===== config.mk =====
export PLATFORM = sky130hd
export DESIGN_NAME = i2s_mono_split
export DESIGN_NICKNAME = d
export VERILOG_FILES = /design/src/rtl/i2s_split_pkg.sv /design/src/rtl/i2s_split_sync.sv /design/src/rtl/i2s_split_rx.sv /design/src/rtl/i2s_split_tx.sv /design/src/rtl/i2s_mono_split.sv
export SDC_FILE = /design/constraint.sdc
export NUM_CORES = 1
export LEC_CHECK = 0
export BUFFER_PORTS_ARGS = -buffer_cell sky130_fd_sc_hd__buf_4
export CAP_MARGIN = 20
export CORE_MARGIN = 2
export CORE_UTILIZATION = 40
export CTS_CLUSTER_DIAMETER = 50
export DETAILED_ROUTE_END_ITERATION = 8
export HOLD_SLACK_MARGIN = 0.02
export PLACE_DENSITY = 0.63
export SLEW_MARGIN = 30
export SYNTH_ARGS = -nofsm -noshare
export SYNTH_HDL_FRONTEND = slang
export SYNTH_HIERARCHICAL = 1
export SYNTH_SLANG_ARGS = --single-unit

===== constraint.sdc =====
create_clock -name clk -period 1.5 [get_ports clk]
set_input_delay 0.45 -clock clk [delete_from_list [all_inputs] [get_ports clk]]
set_output_delay 0.45 -clock clk [all_outputs]
set_load 0.005 [all_outputs]

===== src/rtl/i2s_split_pkg.sv =====
package i2s_split_pkg;

    // Default sample length and synchronizer depth
    localparam int DEF_WORD_W      = 16;
    localparam int DEF_SYNC_STAGES = 2;

    // Slot identity as carried on word select
    typedef enum logic {
        SLOT_LEFT  = 1'b0,
        SLOT_RIGHT = 1'b1
    } slot_e;

    // The three incoming serial lines, sampled together
    typedef struct packed {
        logic bck;
        logic ws;
        logic sd;
    } line_t;

    // Bit-clock edge pulses, one system-clock cycle wide
    typedef struct packed {
        logic rise;
        logic fall;
    } bck_edge_t;

    // Width of a counter that must reach n (saturating slot position)
    function automatic int pos_width(input int n);
        return $clog2(n + 1);
    endfunction

endpackage


===== src/rtl/i2s_split_sync.sv =====
module i2s_split_sync
    import i2s_split_pkg::*;
#(
    parameter int STAGES = DEF_SYNC_STAGES
) (
    input  logic      clk,
    input  logic      rst,
    input  line_t     line_i,
    output logic      ws_o,
    output logic      sd_o,
    output bck_edge_t edge_o,
    output logic      bck_d_o
);

    line_t stg [STAGES];
    logic  bck_prev;

    // Plain flop chain; all three lines see identical delay
    always_ff @(posedge clk) begin
        if (rst) begin
            for (int k = 0; k < STAGES; k++) begin
                stg[k] <= '0;
            end
            bck_prev <= 1'b0;
        end else begin
            stg[0] <= line_i;
            for (int k = 1; k < STAGES; k++) begin
                stg[k] <= stg[k-1];
            end
            bck_prev <= stg[STAGES-1].bck;
        end
    end

    assign ws_o        = stg[STAGES-1].ws;
    assign sd_o        = stg[STAGES-1].sd;
    assign edge_o.rise = stg[STAGES-1].bck & ~bck_prev;
    assign edge_o.fall = ~stg[STAGES-1].bck & bck_prev;
    assign bck_d_o     = bck_prev;

endmodule


===== src/rtl/i2s_split_rx.sv =====
module i2s_split_rx
    import i2s_split_pkg::*;
#(
    parameter int WORD_W = DEF_WORD_W,
    parameter int POS_W  = 5
) (
    input  logic              clk,
    input  logic              rst,
    input  logic              rise_i,
    input  logic              ws_i,
    input  logic              sd_i,
    output logic [WORD_W-1:0] hold_l_o,
    output logic [WORD_W-1:0] hold_r_o,
    output logic              latch_o,
    output slot_e             slot_o
);

    localparam logic [POS_W-1:0] POS_END = POS_W'(WORD_W);
    localparam logic [POS_W-1:0] POS_ONE = POS_W'(1);

    logic              primed;     // word select seen at least once
    logic              lstart;     // a left-slot start has been observed
    slot_e             slot_q;     // slot of the bit sampled at this rise
    logic [POS_W-1:0]  pos_q;      // bit index inside that slot, saturating
    logic [WORD_W-1:0] cap_l, cap_r;
    logic [WORD_W-1:0] cap_l_nx, cap_r_nx;
    logic              chg, in_word, frame_end;

    // The bit sampled at a rise belongs to the slot named by the
    // previous word select, so slot_q decides where it goes.
    assign chg       = primed & (slot_e'(ws_i) != slot_q);
    assign in_word   = pos_q < POS_END;
    assign frame_end = rise_i & chg & (slot_q == SLOT_RIGHT);
    assign latch_o   = frame_end & lstart;

    always_comb begin
        cap_l_nx = cap_l;
        cap_r_nx = cap_r;
        if (in_word) begin
            if (slot_q == SLOT_LEFT) begin
                cap_l_nx = {cap_l[WORD_W-2:0], sd_i};
            end else begin
                cap_r_nx = {cap_r[WORD_W-2:0], sd_i};
            end
        end
    end

    always_ff @(posedge clk) begin
        if (rst) begin
            primed   <= 1'b0;
            lstart   <= 1'b0;
            slot_q   <= SLOT_LEFT;
            pos_q    <= POS_END;
            cap_l    <= '0;
            cap_r    <= '0;
            hold_l_o <= '0;
            hold_r_o <= '0;
        end else if (rise_i) begin
            slot_q <= slot_e'(ws_i);
            if (!primed) begin
                primed <= 1'b1;
                pos_q  <= POS_END;
            end else begin
                cap_l <= cap_l_nx;
                cap_r <= cap_r_nx;
                if (chg) begin
                    pos_q <= '0;
                end else if (pos_q != POS_END) begin
                    pos_q <= pos_q + POS_ONE;
                end
                if (frame_end) begin
                    lstart <= 1'b1;
                end
                if (latch_o) begin
                    hold_l_o <= cap_l_nx;
                    hold_r_o <= cap_r_nx;
                end
            end
        end
    end

    assign slot_o = slot_q;

endmodule


===== src/rtl/i2s_split_tx.sv =====
module i2s_split_tx
    import i2s_split_pkg::*;
#(
    parameter int WORD_W = DEF_WORD_W
) (
    input  logic              clk,
    input  logic              rst,
    input  logic              fall_i,
    input  logic              load_i,
    input  logic [WORD_W-1:0] word_i,
    output logic              sd_o
);

    logic [WORD_W-1:0] shreg;

    // At a slot-change fall the old slot's last bit is sent first,
    // then the new word is loaded so its MSB follows one bit later.
    // Zeros shift in behind the word, so padding bits go out as 0.
    always_ff @(posedge clk) begin
        if (rst) begin
            shreg <= '0;
            sd_o  <= 1'b0;
        end else if (fall_i) begin
            sd_o <= shreg[WORD_W-1];
            if (load_i) begin
                shreg <= word_i;
            end else begin
                shreg <= {shreg[WORD_W-2:0], 1'b0};
            end
        end
    end

endmodule


===== src/rtl/i2s_mono_split.sv =====
module i2s_mono_split
    import i2s_split_pkg::*;
#(
    parameter int WORD_W      = DEF_WORD_W,
    parameter int SYNC_STAGES = DEF_SYNC_STAGES
) (
    input  logic clk,
    input  logic rst,
    input  logic bck_i,
    input  logic ws_i,
    input  logic sd_i,
    output logic bck_o,
    output logic ws_o,
    output logic sd_lmono_o,
    output logic sd_rmono_o
);

    localparam int POS_W   = pos_width(WORD_W);
    localparam int N_OUTS  = 2;

    line_t                        line_in;
    logic                         ws_s, sd_s;
    bck_edge_t                    bedge;
    logic [WORD_W-1:0]            hold_l, hold_r;
    logic                         frame_lat;
    slot_e                        rx_slot;
    logic                         slot_load;
    logic [N_OUTS-1:0][WORD_W-1:0] out_word;
    logic [N_OUTS-1:0]            out_sd;

    assign line_in.bck = bck_i;
    assign line_in.ws  = ws_i;
    assign line_in.sd  = sd_i;

    i2s_split_sync #(
        .STAGES (SYNC_STAGES)
    ) u_sync (
        .clk     (clk),
        .rst     (rst),
        .line_i  (line_in),
        .ws_o    (ws_s),
        .sd_o    (sd_s),
        .edge_o  (bedge),
        .bck_d_o (bck_o)
    );

    i2s_split_rx #(
        .WORD_W (WORD_W),
        .POS_W  (POS_W)
    ) u_rx (
        .clk      (clk),
        .rst      (rst),
        .rise_i   (bedge.rise),
        .ws_i     (ws_s),
        .sd_i     (sd_s),
        .hold_l_o (hold_l),
        .hold_r_o (hold_r),
        .latch_o  (frame_lat),
        .slot_o   (rx_slot)
    );

    // Output word select follows the receiver's slot one bit later,
    // updated on the falling bit-clock edge.
    assign slot_load = bedge.fall & (ws_o != logic'(rx_slot));

    always_ff @(posedge clk) begin
        if (rst) begin
            ws_o <= 1'b0;
        end else if (bedge.fall) begin
            ws_o <= logic'(rx_slot);
        end
    end

    assign out_word[0] = hold_l;
    assign out_word[1] = hold_r;

    for (genvar g = 0; g < N_OUTS; g++) begin : g_out
        i2s_split_tx #(
            .WORD_W (WORD_W)
        ) u_tx (
            .clk    (clk),
            .rst    (rst),
            .fall_i (bedge.fall),
            .load_i (slot_load),
            .word_i (out_word[g]),
            .sd_o   (out_sd[g])
        );
    end

    assign sd_lmono_o = out_sd[0];
    assign sd_rmono_o = out_sd[1];

endmodule


==> flow_metrics.env <==
export IMPL_final_common_cell="dfxtp_1"
export IMPL_p_leak_nw=1.95
export IMPL_holdPathStages=2
export IMPL_yosys_area_share_adder_pct=0.500
export IMPL_dp_cells=684
export IMPL_cts_buffers=17
export IMPL_cts_sinks=114
export IMPL_min_from="sd_i"
export IMPL_layout_common_cells="113 x dfxtp_1, 81 x nand2_1, 66 x a21oi_1, 48 x mux2i_1, 39 x nor2_1"
export IMPL_antennaDiodeCount=0
export IMPL_m1WireLength_um=4640
export IMPL_synth_compound_area_share_pct=22.6
export IMPL_synthSimpleGateAreaFrac_pct=13.9
export IMPL_top_layer="met4"
export IMPL_cp_endpoint="u_rx/hold_l_o[8]"
export IMPL_hold_path_class="input pin to flip-flop"
export IMPL_syn_avg_cell_area_um2=9.39
export IMPL_timing_rr_end="u_rx/hold_l_o[8]"
export IMPL_worstPathArrival_ns=1.71
export IMPL_first_pass_iters=4
export IMPL_antenna_found_initial=0
export IMPL_netlist_area_um2=5000
export IMPL_core_area_um2=12100
export IMPL_final_cell_count_no_fill=718
export IMPL_clk_pin_slew_ns=0.05
export IMPL_finalNetCount=544
export IMPL_dpl_hpwl_um=5850
export IMPL_startpoint="u_sync/stg[0][5]"
export IMPL_die_h_um=116
export IMPL_grt_overflow_total=0
export IMPL_start_util_pct=41.3
export IMPL_clock_path_buffers=2
export IMPL_finalHoldViolCount=0
export IMPL_die_area_um2=13400
export IMPL_ys_types=39
export IMPL_critPathKind="flip-flop to flip-flop"
export IMPL_power_total_mw=7.56
export IMPL_tns_ns=0
export IMPL_ir_worst_vdd_mv=0.802
export IMPL_relSlewSlack_pct=74.0
export IMPL_synthArstFlopShare_pct=0
export IMPL_timing_final_crit_period_ns=1.41
export IMPL_gp_congestion=0.724
export IMPL_start_kind="flip-flop"
export IMPL_synth_top_family_by_area="compound AO/OA/AOI/OAI gates"
export IMPL_wirelength_um=9660
export IMPL_yosysWarnings=6
export IMPL_synth_seq_cells=114
export IMPL_drive_above_1_share_pct=20.2
export IMPL_avgViaCountPerCell=5.19
export IMPL_drc_errors=0
export IMPL_route_met3_wl_um=260
export IMPL_rrSetupSlack_ns=0.09
export IMPL_num_vias=3723
export IMPL_port_buffers=8
export IMPL_reg2reg_depth=5
export IMPL_tightestPinTransition_ns=0.389
export IMPL_fillers=1090
export IMPL_syn2layout_area_growth_pct=20.1
export IMPL_grt_pass1_wl_um=16200
export IMPL_setup_slack_ns=0.0890
export IMPL_postCtsResizedCells=0
export IMPL_std_cell_rows=40
export IMPL_fin_hold_ws_ns=0.262
export IMPL_slew_viol_final=0
export IMPL_dp_slack_ns=0.0569
export IMPL_htree_levels=4
export IMPL_track_usage_pct=14.9
export IMPL_syn_nets=540
export IMPL_power_density_nw_per_um2=1260
export IMPL_finalCritPeriodShare_pct=94.1
export IMPL_cts_tree="done"
export IMPL_max_freq_mhz=709
export IMPL_io_pins=9
export IMPL_dr_first_iter_drc_count=207
export IMPL_grt_pass1_vias=3552
export IMPL_postCtsSetupRepairBufs=0
export IMPL_avgRoutedWirePerCell_um=13.4
export IMPL_fp_dieW_um=116
export IMPL_synth_ff_type="dfxtp_1"
export IMPL_postCtsHoldBufs=0
export IMPL_rsz0062_at_grt="true"
export IMPL_grt_start_max_net_pins=68
export IMPL_end_kind="flip-flop"
export IMPL_cts_root_buffer="clkbuf_16"
export IMPL_max_cap_viol_count=0
export IMPL_clock_skew_ns=0.00850
export IMPL_status="finished, final reports clean"
export IMPL_wl_met2_um=4630
export IMPL_netlist_instances=533
export IMPL_synth_xor_area_share_pct=0.525
export IMPL_r2r_start="u_sync/stg[0][5]"
export IMPL_synth_yosys_seq_area_share_pct=45.6
export IMPL_ant_nets=0
export IMPL_path_max_fanout=16
export IMPL_clock_latency_ns=0.40
export IMPL_worst_endpoint_required_ns=1.80
export IMPL_setup_viol=0
export IMPL_synth_edf_count=0
export IMPL_synthMuxAreaShare_pct=10.0
routing by layer:
layer  GRT usage (%)  vias up
met5               0        -
met1            18.5     1759
met4            6.19        0
met3            4.34       10
met2            24.4       46
li1                -     1908
sequential cells by signal, summed over array words and instances (netlist names):
| register | cells |
|---|---|
| ws_o | 1 |
| u_rx/slot_o | 1 |
| u_rx/cap_l | 16 |
| g_out.u_tx/sd_o | 2 |
| g_out.u_tx/shreg | 32 |
| u_rx/lstart | 1 |
| u_sync/stg | 6 |
| u_rx/hold_l_o | 16 |
| u_sync/bck_d_o | 1 |
| u_rx/pos_q | 5 |
| u_rx/primed | 1 |
| u_rx/hold_r_o | 16 |
| u_rx/cap_r | 16 |
final cells by class:
type / count / area (µm²) / share of cell area (%)
multi-input combinational: 363 / 2420 / 40.3
inverter: 3 / 11.3 / 0.187
clock inverter: 7 / 118 / 1.96
clock buffer: 25 / 536 / 8.91
sequential: 114 / 2280 / 38.0
tap: 168 / 210 / 3.50
timing repair buffer: 38 / 430 / 7.16
worst min-delay path by stage:
stage,slack [ns],end
3_3_place_gp,0.42,u_sync/stg[0][5]
5_1_grt,0.25,u_sync/stg[0][1]
3_5_place_dp,0.42,u_sync/stg[0][4]
6_report,0.26,u_sync/stg[0][0]
2_1_floorplan,0.41,u_sync/stg[0][3]
4_1_cts,0.25,u_sync/stg[0][1]
cells in the mapped netlist (all sizes together) (5+ instances only):
master / number / share of area (%)
mux2i: 50 / 10
nor2b: 11 / 1.4
a21oi: 66 / 6.6
nand3: 5 / 0.50
buf: 32 / 5.0
clkbuf: 21 / 1.6
nand2: 81 / 6.1
dfxtp: 114 / 46
o21ai: 16 / 1.6
a311oi: 16 / 4.4
a211oi: 46 / 8.5
nand2b: 5 / 0.63
nor2: 40 / 3.1
cell families after synthesis:
family / after synthesis
buffers and inverters: 56
multiplexers: 50
XOR/XNOR: 3
AND/OR/NAND/NOR: 154
adder cells (fa/ha/maj): 2
flip-flops: 114
AO/OA/AOI/OAI: 154
worst max-delay path, cell delays in order (launching register included):
cell      delay (ns)
dfxtp_1         0.32
nor2b_1         0.15
and4b_2         0.31
buf_6           0.18
a21oi_1         0.10
a311oi_2        0.26
stage by stage:
step / util, % / instance area, µm²
2_1_floorplan: - / 5000
3_3_place_gp: 43.6 / 5280
3_5_place_dp: 43.6 / 5280
4_1_cts: 49.0 / 5930
5_1_grt: 49.6 / 6010
6_report: 49.6 / 6010
power breakdown:
group          switching [mW]  internal, mW  total, mW  leakage [nW]
Sequential             0.0209          3.07       3.09         0.922
Clock                    1.30          2.96       4.27         0.314
Combinational           0.120        0.0803      0.200         0.712
Total                    1.44          6.11       7.56          1.95
No activity file was read; power rests on OpenSTA's default activity.
